$ cat config.mk
export PLATFORM = sky130hd
export DESIGN_NAME = uart_chan_ctrl
export DESIGN_NICKNAME = d
export VERILOG_FILES = /design/src/rtl/uart_chan_pkg.sv /design/src/rtl/uart_chan_regs.sv /design/src/rtl/uart_chan_frame.sv /design/src/rtl/uart_chan_router.sv /design/src/rtl/uart_chan_ctrl.sv
export SDC_FILE = /design/constraint.sdc
export NUM_CORES = 1
export LEC_CHECK = 0
export ABC_AREA = 1
export ABC_CLOCK_PERIOD_IN_PS = 6350
export BUFFER_PORTS_ARGS = -buffer_cell sky130_fd_sc_hd__buf_2
export CAP_MARGIN = 15
export CORE_ASPECT_RATIO = 1.5
export CORE_MARGIN = 1.5
export CORE_UTILIZATION = 59
export CTS_BUF_LIST = sky130_fd_sc_hd__clkbuf_16
export DETAILED_ROUTE_END_ITERATION = 10
export GPL_TIMING_DRIVEN = 0
export PLACE_DENSITY = 0.94
export REMOVE_ABC_BUFFERS = 1
export SYNTH_ARGS = -nofsm -noshare
export SYNTH_HDL_FRONTEND = slang
export SYNTH_HIERARCHICAL = 1
export SYNTH_SLANG_ARGS = --single-unit
$ cat constraint.sdc
create_clock -name clk -period 6.35 [get_ports clk]
set_input_delay 0.635 -clock clk [delete_from_list [all_inputs] [get_ports clk]]
set_output_delay 0.635 -clock clk [all_outputs]
set_load 0.005 [all_outputs]
$ cat src/rtl/uart_chan_pkg.sv
// Package: shared encodings for the UART channel mode and control unit.
// Assumes byte-addressed registers; offsets are compared at full address width.
package uart_chan_pkg;

    typedef enum logic [1:0] {
        CM_NORMAL = 2'd0,
        CM_ECHO   = 2'd1,
        CM_LLOOP  = 2'd2,
        CM_RLOOP  = 2'd3
    } chan_mode_e;

    localparam int unsigned OFF_CTL   = 32'h00;
    localparam int unsigned OFF_MODE  = 32'h04;
    localparam int unsigned OFF_BRG   = 32'h18;
    localparam int unsigned OFF_RTRIG = 32'h20;
    localparam int unsigned OFF_DATA  = 32'h30;
    localparam int unsigned OFF_BDIV  = 32'h34;
    localparam int unsigned OFF_TTRIG = 32'h44;

    // control bit positions
    localparam int unsigned CB_RXRST = 0;
    localparam int unsigned CB_TXRST = 1;
    localparam int unsigned CB_RXEN  = 2;
    localparam int unsigned CB_RXDIS = 3;
    localparam int unsigned CB_TXEN  = 4;
    localparam int unsigned CB_TXDIS = 5;
    localparam int unsigned CB_RTO   = 6;
    localparam int unsigned CB_BRKON = 7;
    localparam int unsigned CB_BRKOFF = 8;

    localparam int unsigned MODE_W = 10;

endpackage

$ cat src/rtl/uart_chan_regs.sv
// uart_chan_regs: holds control, mode, baud and trigger settings.
// Reset and timeout-restart control bits are not stored; each write that sets
// them yields a one-cycle strobe in the following cycle. Unknown offsets are ignored.
module uart_chan_regs
    import uart_chan_pkg::*;
#(
    parameter int ADDR_W = 8,
    parameter int REG_W  = 16,
    parameter int BRG_W  = 16,
    parameter int BDIV_W = 8,
    parameter int TRIG_W = 6,
    parameter int BRG_RST  = 15,
    parameter int TRIG_RST = 32
) (
    input  logic              clk,
    input  logic              rst_n,
    input  logic              reg_wr,
    input  logic [ADDR_W-1:0] reg_addr,
    input  logic [REG_W-1:0]  reg_wdata,
    output logic              rx_rst_pulse,
    output logic              tx_rst_pulse,
    output logic              rto_restart,
    output logic              break_req,
    output logic              rx_active,
    output logic              tx_active,
    output logic [MODE_W-1:0] mode_q,
    output logic [BRG_W-1:0]  brg_q,
    output logic [BDIV_W-1:0] bdiv_q,
    output logic [TRIG_W-1:0] rtrig_q,
    output logic [TRIG_W-1:0] ttrig_q
);

    logic rx_en_q, rx_dis_q, tx_en_q, tx_dis_q, brk_on_q, brk_off_q;
    logic hit_ctl, hit_mode, hit_brg, hit_bdiv, hit_rtrig, hit_ttrig;

    // offset decode for this cycle's write
    always_comb begin
        hit_ctl   = reg_wr && (reg_addr == ADDR_W'(OFF_CTL));
        hit_mode  = reg_wr && (reg_addr == ADDR_W'(OFF_MODE));
        hit_brg   = reg_wr && (reg_addr == ADDR_W'(OFF_BRG));
        hit_bdiv  = reg_wr && (reg_addr == ADDR_W'(OFF_BDIV));
        hit_rtrig = reg_wr && (reg_addr == ADDR_W'(OFF_RTRIG));
        hit_ttrig = reg_wr && (reg_addr == ADDR_W'(OFF_TTRIG));
    end

    // stored control bits; reset leaves both paths disabled and break stopped
    always_ff @(posedge clk) begin
        if (!rst_n) begin
            rx_en_q   <= 1'b0;
            rx_dis_q  <= 1'b1;
            tx_en_q   <= 1'b0;
            tx_dis_q  <= 1'b1;
            brk_on_q  <= 1'b0;
            brk_off_q <= 1'b1;
        end else if (hit_ctl) begin
            rx_en_q   <= reg_wdata[CB_RXEN];
            rx_dis_q  <= reg_wdata[CB_RXDIS];
            tx_en_q   <= reg_wdata[CB_TXEN];
            tx_dis_q  <= reg_wdata[CB_TXDIS];
            brk_on_q  <= reg_wdata[CB_BRKON];
            brk_off_q <= reg_wdata[CB_BRKOFF];
        end
    end

    // self-clearing strobes: high only in the cycle after a setting write
    always_ff @(posedge clk) begin
        if (!rst_n) begin
            rx_rst_pulse <= 1'b0;
            tx_rst_pulse <= 1'b0;
            rto_restart  <= 1'b0;
        end else begin
            rx_rst_pulse <= hit_ctl && reg_wdata[CB_RXRST];
            tx_rst_pulse <= hit_ctl && reg_wdata[CB_TXRST];
            rto_restart  <= hit_ctl && reg_wdata[CB_RTO];
        end
    end

    // format, baud and trigger settings
    always_ff @(posedge clk) begin
        if (!rst_n) begin
            mode_q  <= '0;
            brg_q   <= BRG_W'(BRG_RST);
            bdiv_q  <= '0;
            rtrig_q <= TRIG_W'(TRIG_RST);
            ttrig_q <= TRIG_W'(TRIG_RST);
        end else begin
            if (hit_mode)  mode_q  <= reg_wdata[MODE_W-1:0];
            if (hit_brg)   brg_q   <= reg_wdata[BRG_W-1:0];
            if (hit_bdiv)  bdiv_q  <= reg_wdata[BDIV_W-1:0];
            if (hit_rtrig) rtrig_q <= reg_wdata[TRIG_W-1:0];
            if (hit_ttrig) ttrig_q <= reg_wdata[TRIG_W-1:0];
        end
    end

    // path gating: disable overrides enable
    always_comb begin
        rx_active = rx_en_q && !rx_dis_q;
        tx_active = tx_en_q && !tx_dis_q;
        break_req = brk_on_q && !brk_off_q;
    end

endmodule

$ cat src/rtl/uart_chan_frame.sv
// uart_chan_frame: decodes the mode register into frame format, frame length
// and the bit-rate divisor product. Purely combinational.
module uart_chan_frame
    import uart_chan_pkg::*;
#(
    parameter int BRG_W  = 16,
    parameter int BDIV_W = 8,
    localparam int PROD_W = BRG_W + BDIV_W + 1
) (
    input  logic [MODE_W-1:0] mode_q,
    input  logic [BRG_W-1:0]  brg_q,
    input  logic [BDIV_W-1:0] bdiv_q,
    output chan_mode_e        chan_mode,
    output logic              clk_div8_sel,
    output logic [3:0]        data_bits,
    output logic              parity_en,
    output logic              parity_odd,
    output logic [1:0]        stop_bits,
    output logic [3:0]        frame_bits,
    output logic [PROD_W-1:0] baud_divisor
);

    // field decode of the mode register
    always_comb begin
        chan_mode    = chan_mode_e'(mode_q[9:8]);
        clk_div8_sel = mode_q[0];
        unique case (mode_q[2:1])
            2'd3:    data_bits = 4'd6;
            2'd2:    data_bits = 4'd7;
            default: data_bits = 4'd8;
        endcase
        parity_en  = (mode_q[5:3] == 3'd0) || (mode_q[5:3] == 3'd1);
        parity_odd = (mode_q[5:3] == 3'd1);
        stop_bits  = (mode_q[7:6] == 2'd3) ? 2'd1 : 2'd2;
    end

    // total bits on the line: start + parity + data + stop
    always_comb begin
        frame_bits = 4'd1 + {3'd0, parity_en} + data_bits + {2'd0, stop_bits};
    end

    // divisor product for the bit-rate generator
    always_comb begin
        baud_divisor = PROD_W'(brg_q) * (PROD_W'(bdiv_q) + PROD_W'(1));
    end

endmodule

$ cat src/rtl/uart_chan_router.sv
// uart_chan_router: steers line bytes and CPU data writes to the receive FIFO
// and transmit path per channel mode, gated by path activity. Outputs are
// registered: a byte offered in cycle N appears in cycle N+1.
// Assumes at most one line byte and one CPU byte per cycle; no mode routes both
// sources to the same path.
module uart_chan_router
    import uart_chan_pkg::*;
#(
    parameter int DW = 8
) (
    input  logic          clk,
    input  logic          rst_n,
    input  chan_mode_e    chan_mode,
    input  logic          rx_active,
    input  logic          tx_active,
    input  logic          line_rx_valid,
    input  logic [DW-1:0] line_rx_data,
    input  logic          cpu_wr,
    input  logic [DW-1:0] cpu_data,
    output logic          rxf_push_valid,
    output logic [DW-1:0] rxf_push_data,
    output logic          txp_valid,
    output logic [DW-1:0] txp_data
);

    logic line_to_rx, line_to_tx, cpu_to_rx, cpu_to_tx;
    logic rx_go, tx_go;
    logic [DW-1:0] rx_byte, tx_byte;

    // mode routing table
    always_comb begin
        line_to_rx = (chan_mode == CM_NORMAL) || (chan_mode == CM_ECHO);
        line_to_tx = (chan_mode == CM_ECHO)   || (chan_mode == CM_RLOOP);
        cpu_to_rx  = (chan_mode == CM_LLOOP);
        cpu_to_tx  = (chan_mode == CM_NORMAL);
    end

    // select source per destination and apply path gating
    always_comb begin
        rx_go   = rx_active && ((line_rx_valid && line_to_rx) || (cpu_wr && cpu_to_rx));
        tx_go   = tx_active && ((line_rx_valid && line_to_tx) || (cpu_wr && cpu_to_tx));
        rx_byte = cpu_to_rx ? cpu_data : line_rx_data;
        tx_byte = cpu_to_tx ? cpu_data : line_rx_data;
    end

    // output stage toward receive FIFO
    always_ff @(posedge clk) begin
        if (!rst_n) begin
            rxf_push_valid <= 1'b0;
            rxf_push_data  <= '0;
        end else begin
            rxf_push_valid <= rx_go;
            if (rx_go) rxf_push_data <= rx_byte;
        end
    end

    // output stage toward transmit path
    always_ff @(posedge clk) begin
        if (!rst_n) begin
            txp_valid <= 1'b0;
            txp_data  <= '0;
        end else begin
            txp_valid <= tx_go;
            if (tx_go) txp_data <= tx_byte;
        end
    end

endmodule

$ cat src/rtl/uart_chan_ctrl.sv
// uart_chan_ctrl: top of the UART channel mode and control unit. Ties the
// register block, the frame decoder and the byte router together.
// Assumes REG_W covers BRG_W and the mode register width.
module uart_chan_ctrl
    import uart_chan_pkg::*;
#(
    parameter int ADDR_W = 8,
    parameter int REG_W  = 16,
    parameter int DW     = 8,
    parameter int BRG_W  = 16,
    parameter int BDIV_W = 8,
    parameter int TRIG_W = 6
) (
    input  logic                      clk,
    input  logic                      rst_n,
    input  logic                      reg_wr,
    input  logic [ADDR_W-1:0]         reg_addr,
    input  logic [REG_W-1:0]          reg_wdata,
    input  logic                      line_rx_valid,
    input  logic [DW-1:0]             line_rx_data,
    output logic                      rxf_push_valid,
    output logic [DW-1:0]             rxf_push_data,
    output logic                      txp_valid,
    output logic [DW-1:0]             txp_data,
    output logic                      rx_rst_pulse,
    output logic                      tx_rst_pulse,
    output logic                      rto_restart,
    output logic                      break_req,
    output logic                      rx_active,
    output logic                      tx_active,
    output logic [1:0]                chan_mode,
    output logic                      clk_div8_sel,
    output logic [3:0]                data_bits,
    output logic                      parity_en,
    output logic                      parity_odd,
    output logic [1:0]                stop_bits,
    output logic [3:0]                frame_bits,
    output logic [BRG_W-1:0]          brg_cd,
    output logic [BDIV_W-1:0]         brg_div,
    output logic [BRG_W+BDIV_W:0]     baud_divisor,
    output logic [TRIG_W-1:0]         rx_trig_lvl,
    output logic [TRIG_W-1:0]         tx_trig_lvl
);

    logic [MODE_W-1:0] mode_q;
    chan_mode_e        mode_e;
    logic              cpu_wr;

    // CPU write to the data register
    always_comb cpu_wr = reg_wr && (reg_addr == ADDR_W'(OFF_DATA));

    uart_chan_regs #(
        .ADDR_W(ADDR_W), .REG_W(REG_W), .BRG_W(BRG_W),
        .BDIV_W(BDIV_W), .TRIG_W(TRIG_W)
    ) u_regs (
        .clk(clk), .rst_n(rst_n),
        .reg_wr(reg_wr), .reg_addr(reg_addr), .reg_wdata(reg_wdata),
        .rx_rst_pulse(rx_rst_pulse), .tx_rst_pulse(tx_rst_pulse),
        .rto_restart(rto_restart), .break_req(break_req),
        .rx_active(rx_active), .tx_active(tx_active),
        .mode_q(mode_q), .brg_q(brg_cd), .bdiv_q(brg_div),
        .rtrig_q(rx_trig_lvl), .ttrig_q(tx_trig_lvl)
    );

    uart_chan_frame #(
        .BRG_W(BRG_W), .BDIV_W(BDIV_W)
    ) u_frame (
        .mode_q(mode_q), .brg_q(brg_cd), .bdiv_q(brg_div),
        .chan_mode(mode_e), .clk_div8_sel(clk_div8_sel),
        .data_bits(data_bits), .parity_en(parity_en), .parity_odd(parity_odd),
        .stop_bits(stop_bits), .frame_bits(frame_bits),
        .baud_divisor(baud_divisor)
    );

    uart_chan_router #(
        .DW(DW)
    ) u_router (
        .clk(clk), .rst_n(rst_n),
        .chan_mode(mode_e), .rx_active(rx_active), .tx_active(tx_active),
        .line_rx_valid(line_rx_valid), .line_rx_data(line_rx_data),
        .cpu_wr(cpu_wr), .cpu_data(reg_wdata[DW-1:0]),
        .rxf_push_valid(rxf_push_valid), .rxf_push_data(rxf_push_data),
        .txp_valid(txp_valid), .txp_data(txp_data)
    );

    always_comb chan_mode = mode_e;

endmodule

==> out/results.ini <==
[power_and_ir_drop]
peakVddDrop_mv=0.188
power_mw=1.03
powerDensity_mw_per_mm2=109
p_leak_nw=5.38

[global_routing]
grtUsageTotal=0.299
grt_pass1_wl_mm=36.3
overflow=0
antenna_found_initial=0
grt_pass1_vias=8212
grt_start_max_net_pins=71

[place]
place_congestion=0.966
dp_cells=1538
port_buffers=134
hpwl_mm=17.2

[floorplan]
initial_core_util=0.605
core-area_mm2=0.0141
core.rowCount=53
dieArea_mm2=0.0152
pin_count=136
die_y_um=150
fp.dieW_um=101

[cts]
cts_buffer_depth=2
cts_hold_buf=0
clk_latency_ns=0.33
cts_tree=done
cts_num_sinks=73
numCtsBuffers=9
htreeDepth=3
path_clk_slew_ns=0.06
clock_tree.root_cell=clkbuf_16

[finish]
utilization=0.677
fillers=1163
nNetsFinal=1546
area_growth_pct=11.9
diodes=0
drive_gt1_frac=0.138
fin_cells=1558

[job]
cap_violations=0

[sta]
finalHoldViolations=0
rsz0062_at_grt=false
worstMarginPinSlew_ns=0.991
maxSlewViolCount=0
fin_tns_setup_ns=0
setup_viol=0
period_needed_ns=6.05
slew_headroom=0.338
hold-worst-slack_ns=0.465
fin_worst_skew_ns=0.00393
fmaxAchievable_mhz=165
period_share=0.952

[critical_path]
cp-end-kind=primary output
crit_path_max_fanout=13
worstSetupPathType=reg -> out
cp-start-kind=register
critical_path_required_ns=5.71
cp.arrival_ns=5.41

[logic_synthesis]
ys_ff_latch=73
yosysUniqueCellTypes=31
syn_inst=1255
synth_area_mm2=0.00850
synth.avg_cell_area_um2=6.78
seq_area_frac_synth=0.172
synth_warnings=6

[route]
drc=0
wl_per_cell_um=14.1
drtIter0Drc=492
totalWireLength_mm=21.9
route.vias.total=8291
routed_via_density=5.32
dr.pass1.iters=6
antenna_left=0

[run_status]
outcome=complete, no violations

[min_path]
hold_path.class=reg -> reg

[per-stage QoR]
step / area (um^2) / setup slack, ns
3_5_place_dp: 9130 / 0.314
2_1_floorplan: 8220 / 1.13
4_1_cts: 9430 / 0.00492
5_1_grt: 9510 / 0.0154
6_report: 9510 / 0.305
3_3_place_gp: 9130 / 0.401
[Yosys cell counts]
| library cell | count | area share |
|---|---|---|
| conb_1 | 1 | 0.00044 |
| buf_2 | 10 | 0.0059 |
| clkbuf_1 | 7 | 0.0031 |
| dfxtp_1 | 73 | 0.17 |
| o21ai_2 | 1 | 0.0010 |
| buf_4 | 14 | 0.012 |
| nand2_1 | 303 | 0.13 |
| nand3_1 | 104 | 0.061 |
| nand3b_1 | 1 | 0.00088 |
| nor3b_1 | 1 | 0.00088 |
| nand2_2 | 9 | 0.0066 |
| inv_1 | 249 | 0.11 |
| o21ai_0 | 10 | 0.0059 |
| ha_1 | 49 | 0.072 |
| nand4_1 | 3 | 0.0022 |
| xnor2_1 | 3 | 0.0031 |
| nor2_1 | 217 | 0.096 |
| nor2_2 | 6 | 0.0044 |
| o21bai_1 | 5 | 0.0044 |
| buf_1 | 4 | 0.0018 |
| and2_1 | 2 | 0.0015 |
| nand2_4 | 2 | 0.0026 |
| bufinv_8 | 1 | 0.0021 |
| buf_6 | 8 | 0.011 |
| nand3_2 | 2 | 0.0024 |
| xor2_1 | 8 | 0.0082 |
| fa_1 | 100 | 0.24 |
| nor3_1 | 6 | 0.0035 |
| a21oi_1 | 47 | 0.028 |
| nor2_4 | 5 | 0.0066 |
| inv_2 | 4 | 0.0018 |
[per-layer routing]
| metal | wire [um] | track usage | up-vias |
|---|---|---|---|
| met1 | 7700 | 0.322 | 3831 |
| met5 | 0 | 0 | - |
| met3 | 1510 | 0.0420 | 120 |
| li1 | - | - | 3935 |
| met2 | 11500 | 0.560 | 405 |
| met4 | 1170 | 0.153 | 0 |
[cell type report]
class | count | area [um^2] | share of cell area
Tap cell | 192 | 240 | 0.0253
Multi-Input combinational cell | 885 | 5830 | 0.613
Clock buffer | 9 | 225 | 0.0237
Sequential cell | 73 | 1470 | 0.154
Timing Repair Buffer | 138 | 713 | 0.0750
Inverter | 254 | 967 | 0.102
Clock inverter | 7 | 70.1 | 0.00737
[power breakdown]
| part | internal (mW) | switching (mW) |
|---|---|---|
| logic | 0.0232 | 0.0514 |
| clock network | 0.304 | 0.195 |
| registers | 0.458 | 0.00103 |
[state kept, by name, summed over array words and instances, names as in the netlist]
register / flops
u_regs/rtrig_q: 6
u_regs/rx_rst_pulse: 1
u_regs/brk_on_q: 1
u_regs/tx_en_q: 1
u_regs/tx_dis_q: 1
u_regs/brk_off_q: 1
u_regs/brg_q: 16
u_regs/rx_dis_q: 1
u_router/rxf_push_data: 8
u_regs/ttrig_q: 6
u_regs/bdiv_q: 8
u_regs/mode_q: 10
u_router/txp_valid: 1
u_regs/tx_rst_pulse: 1
u_regs/rx_en_q: 1
u_router/txp_data: 8
u_regs/rto_restart: 1
u_router/rxf_push_valid: 1
[cells in the final DEF (no fill, tap or decap), types with 3 or more instances in the layout]
| cell type | Yosys | layout |
|---|---|---|
| a21oi_1 | 47 | 47 |
| buf_2 | 10 | 134 |
| buf_4 | 14 | 3 |
| clkbuf_16 | 0 | 9 |
| dfxtp_1 | 73 | 72 |
| fa_1 | 100 | 100 |
| ha_1 | 49 | 48 |
| inv_1 | 249 | 250 |
| inv_2 | 4 | 4 |
| nand2_1 | 303 | 301 |
| nand2_2 | 9 | 9 |
| nand2_4 | 2 | 4 |
| nand3_1 | 104 | 103 |
| nand3_2 | 2 | 3 |
| nand4_1 | 3 | 3 |
| nor2_1 | 217 | 215 |
| nor2_2 | 6 | 5 |
| nor2_4 | 5 | 8 |
| nor3_1 | 6 | 6 |
| o21ai_0 | 10 | 10 |
| o21bai_1 | 5 | 5 |
| xnor2_1 | 3 | 3 |
| xor2_1 | 8 | 8 |
[repair_timing]
item	in CTS	in global routing
endpoints found under the setup margin	2	14
hold endpoints to repair	0	0
setup buffers	0	3
gates resized for setup	1	11
pin swaps	0	1
[worst paths after layout]
path / slack [ns] / from / end / cells after the start
hold / removal: 0.47 / u_regs/tx_dis_q$_SDFFE_PN1P_ / u_regs/tx_dis_q$_SDFFE_PN1P_ / 2
setup / recovery: 0.30 / u_regs/bdiv_q[0]$_SDFFE_PN0P_ / baud_divisor[21] / 24
setup reg to reg: 4.68 / u_regs/mode_q[9]$_SDFFE_PN0P_ / u_router/rxf_push_data[7]$_SDFFE_PN0P_ / 5
hold reg to reg: 0.47 / u_regs/tx_dis_q$_SDFFE_PN1P_ / u_regs/tx_dis_q$_SDFFE_PN1P_ / 2
[logic make-up after synthesis]
family                     share of synthesized area
other                                       0.000441
buffers and inverters                          0.147
xor gates and xnor gates                      0.0113
DFF                                            0.172
AOI/OAI and AO/OA                             0.0390
adders and majority gates                      0.308
and+or+nand+nor                                0.322
[worst max-delay path: stages (launching register included)]
cell	delay, ns
dfxtp_4	0.40
ha_1	0.18
nand2_1	0.09
nor2_2	0.13
nand3_2	0.12
nor2_4	0.15
inv_1	0.11
nand2_4	0.17
nor2_1	0.08
fa_1	0.49
fa_1	0.55
fa_1	0.56
inv_1	0.06
fa_1	0.52
inv_1	0.04
ha_1	0.35
nand2_1	0.11
inv_1	0.05
a21oi_1	0.23
nand3_1	0.23
nand2_1	0.15
nand2_1	0.06
nand2_1	0.05
nand2_1	0.06
buf_2	0.12
Note: power is estimated with default switching activity, not from simulation.
